$ cat src/rtl/mbq_pkg.sv
package mbq_pkg;

   localparam int unsigned STAT_FULL_BIT  = 31;
   localparam int unsigned STAT_EMPTY_BIT = 30;
   localparam int unsigned CFG_EN_BIT     = 0;
   localparam int unsigned CFG_PEND_BIT   = 4;

   // word index (offset >> 2) of each decoded register
   localparam logic [5:0] WIDX_PEEK   = 6'h24;
   localparam logic [5:0] WIDX_SENDER = 6'h25;
   localparam logic [5:0] WIDX_STAT   = 6'h26;
   localparam logic [5:0] WIDX_CFG    = 6'h27;
   localparam logic [3:0] POP_NIBBLE  = 4'h8;

   typedef enum logic [2:0] {
      REG_POP,
      REG_PEEK,
      REG_SENDER,
      REG_STAT,
      REG_CFG,
      REG_NONE
   } mbq_reg_e;

   function automatic mbq_reg_e mbq_decode(input logic [7:0] ofs);
      mbq_reg_e k;
      if (ofs[7:4] == POP_NIBBLE)           k = REG_POP;
      else if (ofs[7:2] == WIDX_PEEK)       k = REG_PEEK;
      else if (ofs[7:2] == WIDX_SENDER)     k = REG_SENDER;
      else if (ofs[7:2] == WIDX_STAT)       k = REG_STAT;
      else if (ofs[7:2] == WIDX_CFG)        k = REG_CFG;
      else                                  k = REG_NONE;
      return k;
   endfunction

endpackage

$ cat src/rtl/mbq_decode.sv
module mbq_decode
   import mbq_pkg::*;
#(
   parameter int unsigned ADDR_W = 16
) (
   input  logic              rd_en,
   input  logic              wr_en,
   input  logic [ADDR_W-1:0] reg_addr,
   output mbq_reg_e          reg_kind,
   output logic              pop_req,
   output logic              cfg_wr
);

   logic [7:0] ofs;

   // only the low byte takes part in decoding
   assign ofs      = reg_addr[7:0];
   assign reg_kind = mbq_decode(ofs);
   assign pop_req  = rd_en && (reg_kind == REG_POP);
   assign cfg_wr   = wr_en && (reg_kind == REG_CFG);

   logic unused_hi;
   assign unused_hi = ^reg_addr[ADDR_W-1:8];

endmodule

$ cat src/rtl/mbq_store.sv
module mbq_store #(
   parameter int unsigned             DATA_W   = 32,
   parameter int unsigned             DEPTH    = 8,
   parameter logic [DATA_W-1:0]       SENTINEL = '1
) (
   input  logic              clk,
   input  logic              rst_n,
   input  logic              pop,
   input  logic              push,
   input  logic [DATA_W-1:0] push_data,
   output logic [DATA_W-1:0] head,
   output logic              full,
   output logic              empty
);

   localparam int unsigned CNT_W = $clog2(DEPTH + 1);
   localparam logic [CNT_W-1:0] CNT_MAX = CNT_W'(DEPTH);

   logic [DATA_W-1:0] slot_q [DEPTH];
   logic [DATA_W-1:0] slot_d [DEPTH];
   logic [CNT_W-1:0]  cnt_q;
   logic [CNT_W-1:0]  cnt_mid;
   logic [CNT_W-1:0]  cnt_d;
   logic              pop_eff;
   logic              push_eff;

   // a pop of an empty queue changes nothing
   assign pop_eff  = pop && (cnt_q != '0);
   assign cnt_mid  = pop_eff ? cnt_q - 1'b1 : cnt_q;
   // pop first, then append; caller keeps push off while full
   assign push_eff = push && (cnt_mid != CNT_MAX);
   assign cnt_d    = push_eff ? cnt_mid + 1'b1 : cnt_mid;

   generate
      for (genvar i = 0; i < DEPTH; i++) begin : g_slot
         logic [DATA_W-1:0] shifted;
         if (i == DEPTH - 1) begin : g_tail
            // the last slot refills with the sentinel on a pop
            assign shifted = SENTINEL;
         end else begin : g_body
            assign shifted = slot_q[i+1];
         end

         always_comb begin
            slot_d[i] = pop_eff ? shifted : slot_q[i];
            if (push_eff && (cnt_mid == CNT_W'(i))) begin
               slot_d[i] = push_data;
            end
         end

         always_ff @(posedge clk or negedge rst_n) begin
            if (!rst_n) slot_q[i] <= SENTINEL;
            else        slot_q[i] <= slot_d[i];
         end
      end
   endgenerate

   always_ff @(posedge clk or negedge rst_n) begin
      if (!rst_n) cnt_q <= '0;
      else        cnt_q <= cnt_d;
   end

   assign head  = slot_q[0];
   assign full  = (cnt_q == CNT_MAX);
   assign empty = (cnt_q == '0);

endmodule

$ cat src/rtl/mbq_cfg.sv
module mbq_cfg (
   input  logic clk,
   input  logic rst_n,
   input  logic cfg_wr,
   input  logic cfg_en_bit,
   input  logic empty,
   output logic irq_en,
   output logic pending,
   output logic irq
);

   logic en_q;

   always_ff @(posedge clk or negedge rst_n) begin
      if (!rst_n)      en_q <= 1'b0;
      else if (cfg_wr) en_q <= cfg_en_bit;
   end

   assign irq_en  = en_q;
   assign pending = !empty;
   assign irq     = en_q && pending;

endmodule

$ cat src/rtl/ipc_mbox_queue.sv
module ipc_mbox_queue
   import mbq_pkg::*;
#(
   parameter int unsigned ADDR_W   = 16,
   parameter int unsigned DEPTH    = 8,
   parameter logic [31:0] SENTINEL = 32'hFFFF_FFFF
) (
   input  logic              clk,
   input  logic              rst_n,
   input  logic              rd_en,
   input  logic              wr_en,
   input  logic [ADDR_W-1:0] reg_addr,
   input  logic [31:0]       wdata,
   input  logic              push_en,
   input  logic [31:0]       push_data,
   output logic [31:0]       rdata,
   output logic              irq,
   output logic              q_full,
   output logic              q_empty
);

   localparam int unsigned DATA_W = 32;

   generate
      if (DEPTH < 2) begin : g_bad_depth
         $error("ipc_mbox_queue: DEPTH must be at least 2");
      end
      if (ADDR_W < 9) begin : g_bad_addr
         $error("ipc_mbox_queue: ADDR_W must exceed 8");
      end
   endgenerate

   mbq_reg_e          reg_kind;
   logic              pop_req;
   logic              cfg_wr;
   logic [DATA_W-1:0] head;
   logic              irq_en;
   logic              pending;
   logic [DATA_W-1:0] stat_word;
   logic [DATA_W-1:0] cfg_word;
   logic [DATA_W-1:0] rd_val;

   mbq_decode #(.ADDR_W(ADDR_W)) u_decode (
      .rd_en    (rd_en),
      .wr_en    (wr_en),
      .reg_addr (reg_addr),
      .reg_kind (reg_kind),
      .pop_req  (pop_req),
      .cfg_wr   (cfg_wr)
   );

   mbq_store #(.DATA_W(DATA_W), .DEPTH(DEPTH), .SENTINEL(SENTINEL)) u_store (
      .clk       (clk),
      .rst_n     (rst_n),
      .pop       (pop_req),
      .push      (push_en),
      .push_data (push_data),
      .head      (head),
      .full      (q_full),
      .empty     (q_empty)
   );

   mbq_cfg u_cfg (
      .clk        (clk),
      .rst_n      (rst_n),
      .cfg_wr     (cfg_wr),
      .cfg_en_bit (wdata[CFG_EN_BIT]),
      .empty      (q_empty),
      .irq_en     (irq_en),
      .pending    (pending),
      .irq        (irq)
   );

   always_comb begin
      stat_word = '0;
      stat_word[STAT_FULL_BIT]  = q_full;
      stat_word[STAT_EMPTY_BIT] = q_empty;
      cfg_word = '0;
      cfg_word[CFG_EN_BIT]   = irq_en;
      cfg_word[CFG_PEND_BIT] = pending;
   end

   always_comb begin
      unique case (reg_kind)
         REG_POP:  rd_val = q_empty ? SENTINEL : head;
         REG_PEEK: rd_val = head;
         REG_STAT: rd_val = stat_word;
         REG_CFG:  rd_val = cfg_word;
         default:  rd_val = '0;
      endcase
   end

   always_ff @(posedge clk or negedge rst_n) begin
      if (!rst_n)     rdata <= '0;
      else if (rd_en) rdata <= rd_val;
   end

   logic unused_wd;
   assign unused_wd = ^wdata[DATA_W-1:1];

endmodule

$ cat config.mk
export PLATFORM = sky130hd
export DESIGN_NAME = ipc_mbox_queue
export DESIGN_NICKNAME = d
export VERILOG_FILES = /design/src/rtl/mbq_pkg.sv /design/src/rtl/mbq_decode.sv /design/src/rtl/mbq_store.sv /design/src/rtl/mbq_cfg.sv /design/src/rtl/ipc_mbox_queue.sv
export SDC_FILE = /design/constraint.sdc
export NUM_CORES = 1
export LEC_CHECK = 0
export BUFFER_PORTS_ARGS = -buffer_cell sky130_fd_sc_hd__buf_4
export CAP_MARGIN = 10
export CORE_ASPECT_RATIO = 1.2
export CORE_MARGIN = 4
export CORE_UTILIZATION = 35
export DETAILED_ROUTE_END_ITERATION = 12
export PLACE_DENSITY = 0.56
export SLEW_MARGIN = 15
export SYNTH_ARGS = -nofsm -noshare
export SYNTH_HDL_FRONTEND = slang
export SYNTH_HIERARCHICAL = 1
export SYNTH_SLANG_ARGS = --single-unit
$ cat constraint.sdc
create_clock -name clk -period 8.3 [get_ports clk]
set_clock_uncertainty 0.15 [all_clocks]
set_input_delay 0 -clock clk [delete_from_list [all_inputs] [get_ports clk]]
set_output_delay 0 -clock clk [all_outputs]
set_load 0.01 [all_outputs]
; ---- Word-level counts from Yosys, hierarchy flattened
; Cells that the tools add are included.
[word_totals]
reg_bits = 293
wordCells = 81
input_bits = 85
out_inout_bits = 35
[classes]
n_addsub = 2
n_eq_ne = 17
n_reduce_logical = 26
n_mux = 25
[op_table]
columns = op, n
row1 = $mux W32, 17
row2 = $pmux W32 S4, 1
row3 = $eq A6 B6 Y1 const B, 4
row4 = $eq A4 B3 Y1 const B, 4
row5 = $reduce_bool A2 Y1, 8
row6 = $logic_and A1 B1 Y1, 13
row7 = $mux W3, 4
row8 = $eq A4 B2 Y1 const B, 2
row9 = $eq A4 B4 Y1 const B, 2
row10 = $logic_not A4 Y1, 2
row11 = $mux W4, 2
row12 = $add A4 B1 Y4 const B, 1
row13 = $eq A4 B1 Y1 const B, 1
row14 = $ne A4 B4 Y1 const B, 1
row15 = $reduce_bool A4 Y1, 1
row16 = $sub A4 B1 Y4 const B, 1
row17 = $eq A3 B1 Y1 const B, 1
row18 = $eq A3 B2 Y1 const B, 1
row19 = $eq A3 B3 Y1 const B, 1
row20 = $logic_not A3 Y1, 1
row21 = $logic_not A1 Y1, 1
row22 = $mux W1, 1

; ---- Longest topological paths before layout
; Gate-level depths: netlist of run 1.
[depth]
ltp_word = 14
ltp_mapped = 13
depth_no_buf = 10

; ---- Cells and area by module
; The synthesis of run 1 kept the hierarchy.
[by_module_without_submodules]
columns = module, cells_each, area_per_inst_um2, instances, seq_area_each_um2
row1 = mbq_store, 913, 12712.2, 1, 6826.5
row2 = ipc_mbox_queue, 112, 1325.0, 1, 800.8
row3 = mbq_decode, 9, 67.6, 1, 0.0
row4 = mbq_cfg, 4, 50.0, 1, 25.0

; ---- Worst setup path after synthesis of run 1
; Ideal clock, no wire load.
[synth_path]
kind = reg-to-reg
from = reg u_store.cnt_q[0]
to = reg u_store.cnt_q[1]
n_path_buf = 1
required_time_ps = 8025
setup_time_ps = 125
period_less_slack_ps = 3192
path_stages_with_launch = 10
t_arrival_ps = 2917
path_slack_ps = 5108
cell_sequence = dfrtp_1 -> inv_1 -> ha_1 -> or3b_1 -> buf_2 -> a211oi_1 -> ha_1 -> inv_1 -> o41ai_1 -> mux2_2
[synth_via]
elab_chain_cells = 6
elab_cells_between_ends = 8
cone_classes = add/sub (2) / eq/ne (1) / mux (2) / reduce/logical (3)
[synth_rtl]
columns = item, line
row1 = start: declaration, mbq_store.sv:21  ; logic [CNT_W-1:0] cnt_q;
row2 = start signal: assignment, mbq_store.sv:60  ; else cnt_q <= cnt_d;
row3 = branches (longest 2 deep; another with $sub A4 B1 Y4), n/a
row4 = $mux W4 (*), mbq_store.sv:29  ; assign cnt_mid = pop_eff ? cnt_q - 1'b1 : cnt_q;
row5 = branches (longest 2 deep; another with $add A4 B1 Y4), n/a
row6 = $mux W4 (*), mbq_store.sv:32  ; assign cnt_d = push_eff ? cnt_mid + 1'b1 : cnt_mid;
row7 = net u_store.cnt_d[1], mbq_store.sv:23  ; logic [CNT_W-1:0] cnt_d;
; Mark *: on every way through the listed nets, which the timed path passes.
; A chain may end at the register's enable or synchronous reset.

; ---- Worst setup path in the final report of run 1
[layout_path]
from = reg u_store.cnt_q[0]
to = reg u_store.slot_q, in the netlist u_store/head[17]
[layout_via]
elab_chain_cells = 7
elab_cells_between_ends = 10
cone_classes = add/sub (1) / eq/ne (1) / mux (2) / reduce/logical (6)
[layout_rtl]
columns = item, line
row1 = branches (longest 7 deep; another with $sub A4 B1 Y4), n/a
row2 = end signal: indexed assignment, mbq_store.sv:53  ; else slot_q[i] <= slot_d[i];
row3 = end: declaration, mbq_store.sv:19  ; logic [DATA_W-1:0] slot_q [DEPTH];
; Several ways; the timed one is not identified.

==> key figures, run 1 <==
Worst setup path
  – Most common cell on crit path: ha_1
  – CP required: 8.62 ns
  – CP Capture Type: flop
  – CP arrival: 4.52 ns
  – Critical-path top delay cell: and2_4
  – Worst R2R Setup Slack: 4.10 ns
  – Max incr delay on CP: 0.89 ns
  – Critical path buffer and inverter count: 1
  – Critical-path cell list: inv_1 > ha_1 > or3b_1 > and2_4 > a21o_1 > ha_1 > nand4_4 > mux2i_1
  – Cell count along the critical path: 8
  – Delay-heaviest family, CP: simple AND/OR/NAND/NOR gates
  – Crit start category: flop
  – Worst Reg-to-Reg Cells: 8
  – CP max FO: 59
  – Worst Path Class, Setup: flop to flop

STA
  – Final-report max-slew violation count: 0
  – WHS: 0.00652 ns
  – Final hold violation count: 0
  – Crit path time final: 4.20 ns
  – Setup Total Neg Slack: 0 ns
  – Actual slew at the worst max-slew pin: 1.10 ns
  – Final period util: 50.6%
  – Fmax: 238 MHz
  – Final setup violation count: 0
  – RSZ-0062 raised after global routing: false
  – Relative slew margins: 26.8%

Floorplan
  – Io pins: 120
  – Core Region: 39,800 um2
  – Row count: 80
  – Initial core utilization: 35.5%
  – Die width: 192 um
  – Die Y: 228 um
  – Die area: 43,700 um2

Clocking
  – CTS root buf: clkbuf_16
  – CTS tree: built
  – Skew-Pair Late Insertion Delay: 0.56 ns
  – Max Buffers Root-to-Sink: 3
  – CTS buffer count: 31
  – Setup Buffers After CTS: 0
  – CTS clk-pin slew, worst paths: 0.06 ns
  – CTS sink cnt: 293
  – Max H-tree Level: 1

Cells and area
  – Fill cell count: 3,832
  – Area Growth Syn to Fin: 16.5%
  – Final net count: 1,225
  – Design area: 16,500 um2
  – FF+latch area: 7650 um2
  – Layout cells sized above 1: 35.2%
  – N_diodes: 0
  – Final Util: 41.4%
  – Multi-input logic area: 5930 um2

Routing
  – Antenna Nets Post-Route: 0
  – Final wirelength: 30,200 um
  – Mean routed wirelength per cell: 17.9 um
  – DR vias: 8,304
  – Drt initial violations: 370
  – # DRC: 0
  – DR pass1 iterations: 4
  – Via density per instance: 4.91

Yosys
  – Cell Area, Synth: 14,200 um2
  – EDFF count, synth: 0
  – Seq/Total Area, Yosys: 54.1%
  – Gate Count Post-Synth: 1,038
  – Top cells by instance count after synthesis: mux2i_1, dfstp_2, inv_1
  – Largest area contributor in the netlist: dfstp_2
  – Cell with the most instances after synthesis: mux2i_1
  – Area contributors post-synth: dfstp_2, mux2i_1, dfrtp_1
  – Synth top area share: 47.5%
  – Mean post-synth cell area: 13.6 um2
  – Asr flop ratio synth: 100%
  – Top_reg_cell synth: dfstp_2
  – Number of synthesis warnings: 6
  – Netlist cell types: 50
  – Yosys reg bits: 293
  – Syn nets: 1,128

Pwr
  – Leakage: 0.00905 uW
  – Max VDD drop: 191 uV
  – Total power: 5320 uW
  – PD cells: 323 nW/um2

Global routing
  – First-pass GRT wire length: 50,100 um
  – Vias in the first global route: 8,822
  – Largest net degree at the start of global routing: 176
  – GR Util All Layers: 14.0%
  – Initial antenna violation count: 0
  – Congestion Overflow GR: 0

Status
  – Outcome: complete, no violations

Placement
  – Dpl hpwl: 17,000 um
  – Gpl congestion: 0.715
  – Placed Area: 15,100 um2
  – Port Buf Inserts: 78

Run
  – Max_cap viols: 0

Hold path
  – HP Class: input port to async pin
## worst reg2reg max path, cell delays in order (launching register included)
cell	delay, ns
dfrtp_1	0.44
inv_1	0.07
ha_1	0.31
or3b_1	0.39
and2_4	0.89
a21o_1	0.28
ha_1	0.27
nand4_4	0.85
mux2i_1	0.47
## flip-flops by register name, summed over array words and instances (netlist names)
register	cells
u_store/g_slot.shifted	224
rdata	32
u_store/head	32
u_store/cnt_q	4
u_cfg/irq_en	1
## metal layers
layer / global-route usage [%] / share of wire [%] / up-vias
li1: - / - / 3912
met4: 3.46 / 1.8 / 0
met1: 19.2 / 46 / 4263
met2: 23.5 / 49 / 97
met3: 1.86 / 3.1 / 32
met5: 0 / 0 / -
## path summary, 6_finish.rpt
check | from | to
setup / recovery | u_store/cnt_q[0] | u_store/head[17]
hold / removal | rst_n | rdata[13]
setup reg to reg | u_store/cnt_q[0] | u_store/head[17]
hold reg to reg | rdata[31] | rdata[31]
max in group asynchronous | rst_n | u_store/cnt_q[2]
min in group clk | reg_addr[3] | rdata[30]
## timing repair
item | 4_1_cts | 5_1_grt
gates resized for setup | 0 | 0
endpoints found under the hold margin | 393 | 0
setup endpoints to repair | 0 | 0
hold buffers | 42 | 0
## power by group
group          total, uW  internal (uW)  switching, uW
Clock               1290            736            559
Combinational       1240            633            606
Sequential          2790           2460            333
## cell families after synthesis
logic type               count (synthesis)  share of synthesized area (%)
AO/OA/AOI/OAI                           61                           3.28
XOR/XNOR                                 4                          0.248
adder cells (fa/ha/maj)                  5                          0.442
buffers and inverters                  119                           4.30
flip-flops                             293                           54.1
multiplexers                           483                           34.2
AND/OR/NAND/NOR                         73                           3.47
## layout by cell type (no fill, tap or decap), drive strengths merged, types with 2 or more instances in the layout
cell / instances
xor2: 2
nor2b: 3
mux2i: 481
nand3: 4
mux2: 2
a21oi: 3
o21ai: 27
and2: 2
buf: 86
nand4: 3
nand2: 6
a211oi: 2
clkbuf: 50
xnor2: 2
dfstp: 256
inv: 57
and3: 4
or3b: 2
nor4b: 2
ha: 5
nor3b: 4
a221o: 18
nor2: 35
dfrtp: 37
a21boi: 2
o41ai: 2
nand2b: 3
dlygate4sd3: 42
clkinv: 5
## final cells by class
class,instances,area share (%)
Tap cell,533,4.05
Clock buffer,50,5.44
Clock inverter,7,0.258
Sequential cell,293,46.4
Inverter,55,1.25
Timing Repair Buffer,128,6.59
Multi-Input combinational cell,626,36.0
## per-stage QoR
step / setup slack [ns] / cells
2_1_floorplan: 5.11 / 1038
3_3_place_gp: 4.14 / 1593
3_5_place_dp: 4.04 / 1593
4_1_cts: 4.03 / 1692
5_1_grt: 3.80 / 1692
6_report: 4.10 / 1692
No activity file was read; power rests on OpenSTA's default activity.
==> run 2, diff against run 1 <==
==> constraint.sdc (replaced) <==
create_clock -name clk -period 4.27 [get_ports clk]
set_clock_uncertainty 0.15 [all_clocks]
set_input_delay 0 -clock clk [delete_from_list [all_inputs] [get_ports clk]]
set_output_delay 0 -clock clk [all_outputs]
set_load 0.01 [all_outputs]
==> key figures, run 2 (same netlist as run 1, synthesis figures left out) <==
Status
  – Outcome: complete, no violations

STA
  – Final hold violation count: 0 (unchanged)
  – Crit path time final: 3.80 ns (-0.398 ns)
  – Relative slew margins: 35.4% (+8.6 points)
  – Final period util: 89.1% (+38 points)
  – Fmax: 263 MHz (+10%)
  – Actual slew at the worst max-slew pin: 0.967 ns (-0.128 ns)
  – Setup Total Neg Slack: 0 ns (unchanged)
  – RSZ-0062 raised after global routing: false
  – Final setup violation count: 0 (unchanged)
  – Final-report max-slew violation count: 0 (unchanged)

Worst setup path
  – Max incr delay on CP: 0.59 ns (-0.30 ns)
  – Launching point of the worst reg2reg path: u_store/cnt_q[0]
  – CP max FO: 13 (-78%)
  – Crit start category: flop
  – CP arrival: 4.10 ns (-0.42 ns)
  – Critical-path top delay cell: dlygate4sd3_1
  – Worst R2R Setup Slack: 0.47 ns (-3.63 ns)
  – CP Capture Type: flop
  – Critical-path cell list: inv_1 > ha_1 > or3b_1 > a211oi_1 > ha_1 > nand4_4 > mux2i_1 > dlygate4sd3_1
  – Worst Path Class, Setup: flop to flop
  – Reg2reg end: u_store/head[6]
  – Worst Reg-to-Reg Cells: 8 (unchanged)
  – CP required: 4.57 ns (-4.05 ns)
  – Most common cell on crit path: ha_1

Placement
  – Port Buf Inserts: 78 (unchanged)
  – Gpl congestion: 0.737 (+3.1%)
  – Placed Area: 15,300 um2 (+1.4%)
  – Dpl hpwl: 18,600 um (+9.8%)

Routing
  – Mean routed wirelength per cell: 18.3 um (+2.7%)
  – Via density per instance: 4.92 (+0.17%)
  – Antenna Nets Post-Route: 0 (unchanged)
  – Final wirelength: 31,300 um (+3.5%)
  – Drt initial violations: 353 (-4.6%)
  – # DRC: 0 (unchanged)
  – DR vias: 8,387 (+1.0%)
  – DR pass1 iterations: 4 (unchanged)

Global routing
  – Largest net degree at the start of global routing: 107 (-39%)
  – Initial antenna violation count: 0 (unchanged)
  – Vias in the first global route: 8,832 (+0.11%)
  – GR Util All Layers: 14.3% (+0.30 points)
  – First-pass GRT wire length: 50,600 um (+1.1%)
  – Congestion Overflow GR: 0 (unchanged)

Cells and area
  – Design area: 16,800 um2 (+1.9%)
  – Commonest cells after routing, fill and taps aside: mux2i_1, dfstp_2, buf_4
  – N_diodes: 0 (unchanged)
  – Commonest non-fill, non-tap cell in the layout: mux2i_1
  – Max reg flops: 224 (unchanged)
  – Final net count: 1,239 (+1.1%)
  – Layout cells sized above 1: 36.1% (+0.94 points)
  – Area Growth Syn to Fin: 18.6%
  – Fill cell count: 3,783 (-1.3%)

Clocking
  – CTS sink cnt: 293 (unchanged)
  – Max H-tree Level: 2 (+1)
  – CTS clk-pin slew, worst paths: 0.06 ns (about the same)
  – Max Buffers Root-to-Sink: 3 (unchanged)
  – CTS root buf: clkbuf_16
  – Skew-Pair Late Insertion Delay: 0.51 ns (-0.05 ns)
  – Post-cts sizing count: 0 (unchanged)
  – CTS buffer count: 34 (+9.7%)
  – Setup Buffers After CTS: 0 (unchanged)
  – CTS tree: built

Run
  – Max_cap viols: 0 (unchanged)

Pwr
  – Leakage: 0.00922 uW (+1.8%)
  – Max VDD drop: 341 uV (+79%)
  – PD cells: 634 nW/um2 (+96%)

Floorplan
  – Io pins: 120 (unchanged)
  – Core Region: 39,800 um2 (unchanged)
  – Die area: 43,700 um2 (unchanged)
  – Initial core utilization: 35.5% (unchanged)
  – Die width: 192 um (unchanged)
  – Die Y: 228 um (unchanged)
  – Row count: 80 (unchanged)

Hold path
  – HP Class: input port to async pin
[run 2: routing by layer]
metal	part of all wire (%)	track usage, %
met1	47	19.5
met2	49	23.8
met3	2.8	2.22
met4	2.0	3.88
met5	0	0
[run 2: per-stage QoR]
step | worst slack (ns) | hold slack, ns | utilization, % | power, uW | cells
2_1_floorplan | 1.08 | -0.446 | - | 7230 | 1038
3_3_place_gp | 0.623 | -0.0268 | 38.5 | 7800 | 1606
3_5_place_dp | 0.639 | -0.0235 | 38.5 | 7940 | 1606
4_1_cts | 0.511 | 0.0221 | 42.2 | 10800 | 1706
5_1_grt | 0.180 | 0.0612 | 42.2 | 11400 | 1706
6_report | 0.466 | 0.0451 | 42.2 | 10700 | 1706
[run 2: area by class of cell]
cell class	instances	area, um2	area share [%]
flip-flops and latches	293	7650	45.6
multi-input cells	626	5930	35.3
repair buffers	139	1280	7.60
clock buffers	56	1020	6.10
well taps	533	667	3.97
inverters	55	206	1.23
clock inverters	4	31.3	0.186
[run 2: worst max-delay path by stage]
stage,start,end,slack (ns),cells after the start
floorplan,u_store/cnt_q[0],u_store/cnt_q[1],1.08,9
global placement,u_store/cnt_q[0],u_store/cnt_q[1],0.62,8
detailed placement,u_store/cnt_q[0],u_store/cnt_q[1],0.64,8
CTS,u_store/cnt_q[0],u_store/head[6],0.51,8
global route,u_store/cnt_q[0],u_store/head[6],0.18,8
finish,u_store/cnt_q[0],u_store/head[6],0.47,8
[run 2: repair_timing]
item / CTS / global route
hold buffers: 40 / 0
hold endpoints to repair: 370 / 0
setup endpoints to repair: 0 / 0
[run 2: power breakdown]
group	switching, uW	leakage, uW	internal, uW	total, uW
clock network	1120	0.000517	1640	2760
logic	1210	0.00551	1260	2470
registers	649	0.00319	4770	5420
[run 2: worst max-delay path: cells and delay by family, from the launching register on]
family | cells | cell delay [ns]
simple gates | 2 | 0.94
fa+ha+maj | 2 | 0.69
buf+inv | 2 | 0.67
compound gates | 1 | 0.56
flops | 1 | 0.43
mux | 1 | 0.30
==> run 3, diff against run 2 <==
--- a/config.mk
+++ b/config.mk
@@ -11,7 +11,7 @@
 export CORE_MARGIN = 4
 export CORE_UTILIZATION = 35
 export DETAILED_ROUTE_END_ITERATION = 12
-export PLACE_DENSITY = 0.56
+export PLACE_DENSITY = 0.57
 export SLEW_MARGIN = 15
 export SYNTH_ARGS = -nofsm -noshare
 export SYNTH_HDL_FRONTEND = slang
==> key figures, run 3 (same netlist as run 1, synthesis figures left out) <==
Clocking
  – Skew-Pair Late Insertion Delay: 0.57 ns (+0.06 ns)
  – CTS sink cnt: 293 (unchanged)
  – CTS root buf: clkbuf_16
  – Max H-tree Level: 1 (-1)
  – Post-cts sizing count: 0 (unchanged)
  – CTS buffer count: 31 (-8.8%)
  – Max Buffers Root-to-Sink: 3 (unchanged)
  – CTS tree: built
  – CTS clk-pin slew, worst paths: 0.06 ns (about the same)

STA
  – Actual slew at the worst max-slew pin: 0.941 ns (-0.0259 ns)
  – Final setup violation count: 0 (unchanged)
  – Crit path time final: 3.67 ns (-0.136 ns)
  – Final period util: 85.9% (-3.2 points)
  – WHS: 0.0182 ns (-0.0270 ns)
  – Setup Total Neg Slack: 0 ns (unchanged)
  – Relative slew margins: 37.2% (+1.7 points)
  – Fmax: 273 MHz (+3.7%)
  – Final hold violation count: 0 (unchanged)
  – RSZ-0062 raised after global routing: false
  – Final-report max-slew violation count: 0 (unchanged)

Cells and area
  – Layout cells sized above 1: 36.0% (-0.11 points)
  – Final net count: 1,238 (-0.081%)
  – Commonest non-fill, non-tap cell in the layout: mux2i_1
  – Area Growth Syn to Fin: 18.2%
  – Commonest cells after routing, fill and taps aside: mux2i_1, dfstp_2, buf_4
  – Final Util: 42.0% (-0.14 points)
  – Max reg flops: 224 (unchanged)
  – Fill cell count: 3,808 (+0.66%)
  – N_diodes: 0 (unchanged)

Worst setup path
  – Worst Setup SP: u_store/cnt_q[0]
  – Worst R2R Setup Slack: 0.60 ns (+0.14 ns)
  – CP required: 4.57 ns (about the same)
  – Launching point of the worst reg2reg path: u_store/cnt_q[0]
  – Worst Reg-to-Reg Cells: 8 (unchanged)
  – Crit start category: flop
  – CP Capture Type: flop
  – CP max FO: 9 (-4)
  – Critical-path cell list: inv_1 > ha_1 > or3b_1 > a211oi_1 > ha_1 > inv_1 > o41ai_1 > mux2_2
  – CP arrival: 3.97 ns (-0.13 ns)
  – Max incr delay on CP: 0.59 ns (about the same)
  – Worst Path Class, Setup: flop to flop
  – Critical-path top delay cell: o41ai_1
  – Reg2reg end: u_store/cnt_q[1]

Pwr
  – Total power: 10,400 uW (-2.3%)
  – Max VDD drop: 361 uV (+5.8%)
  – Int Pwr: 7480 uW (-2.5%)
  – Power share of the combinational group: 23.7% (+0.5 points)
  – Leakage: 0.00918 uW (-0.35%)
  – Seq pwr share: 52.0% (+1.1 points)
  – Switching pwr: 2920 uW (-1.9%)
  – Clk pwr share: 24.4% (-1.6 points)
  – Sw Share: 28.1% (+0.13 points)
  – PD cells: 622 nW/um2 (-2.0%)

Placement
  – Port Buf Inserts: 78 (unchanged)
  – Dpl hpwl: 18,200 um (-2.2%)
  – Gpl congestion: 0.723 (-1.9%)

Hold path
  – HP Class: input port to async pin

Status
  – Outcome: complete, no violations

Global routing
  – First-pass GRT wire length: 50,300 um (-0.71%)
  – Initial antenna violation count: 0 (unchanged)
  – GR Util All Layers: 13.9% (-0.40 points)
  – Vias in the first global route: 9,076 (+2.8%)
  – Congestion Overflow GR: 0 (unchanged)
  – Largest net degree at the start of global routing: 124 (+16%)

Routing
  – Antenna Nets Post-Route: 0 (unchanged)
  – DR pass1 iterations: 4 (unchanged)
  – DR vias: 8,332 (-0.66%)
  – Mean routed wirelength per cell: 17.8 um (-2.8%)
  – # DRC: 0 (unchanged)
  – Via density per instance: 4.89 (-0.54%)
  – Final wirelength: 30,400 um (-2.9%)
  – Drt initial violations: 333 (-5.7%)

Floorplan
  – Die Y: 228 um (unchanged)
  – Initial core utilization: 35.5% (unchanged)
  – Row count: 80 (unchanged)
  – Die width: 192 um (unchanged)
  – Io pins: 120 (unchanged)
  – Core Region: 39,800 um2 (unchanged)
  – Die area: 43,700 um2 (unchanged)

Run
  – Max_cap viols: 0 (unchanged)
-- run 3: cell type report --
cell class,instances,area (um2),area share [%]
timing repair buffer,141,1320,7.88
sequential,293,7650,45.7
inverter,55,206,1.23
clock inverter,6,48.8,0.292
multi-input combinational,626,5930,35.5
clock buffer,50,907,5.42
tap,533,667,3.99
-- run 3: per-stage QoR --
step | instances | worst slack (ns) | area (um2)
2_1_floorplan | 1038 | 1.08 | 14200
3_3_place_gp | 1607 | 0.673 | 15400
3_5_place_dp | 1607 | 0.587 | 15400
4_1_cts | 1704 | 0.565 | 16700
5_1_grt | 1704 | 0.330 | 16700
6_report | 1704 | 0.603 | 16700
-- run 3: power by group through the flow --
stage	combinational, uW	clock (uW)	sequential [uW]
6_report	2460	2530	5410
5_1_grt	2800	2740	5590
4_1_cts	2510	2640	5430
3_5_place_dp	2470	0	5470
3_3_place_gp	2360	0	5420
2_1_floorplan	1970	0	5250
-- run 3: critical path, delay by kind of cell, from the launching register on --
| family | cells | cell delay (ns) |
|---|---|---|
| AOI/OAI and AO/OA | 2 | 1.15 |
| adders and majority gates | 2 | 0.72 |
| buffers and inverters | 2 | 0.17 |
| DFF | 1 | 0.44 |
| muxes | 1 | 0.40 |
| and+or+nand+nor | 1 | 0.53 |
-- run 3: timing repair --
item	CTS	global route
hold buffers	41	0
buffers inserted	0	0
hold endpoints to repair	394	0
-- run 3: how the worst max path moves through the flow --
stage                                     to  slack (ns)  cells after the start
2_1_floorplan               u_store/cnt_q[1]        1.08                      9
3_3_place_gp   u_store/g_slot[2].shifted[25]        0.67                     10
3_5_place_dp    u_store/g_slot[2].shifted[5]        0.59                     10
4_1_cts         u_store/g_slot[2].shifted[5]        0.57                     10
5_1_grt         u_store/g_slot[2].shifted[5]        0.33                     10
6_report                    u_store/cnt_q[1]        0.60                      8
-- run 3: metal layers --
layer  wire length, um  GRT usage, %
met3               778          1.56
met4               501          3.14
met5                 0             0
met1             14100          18.9
met2             15000          24.0
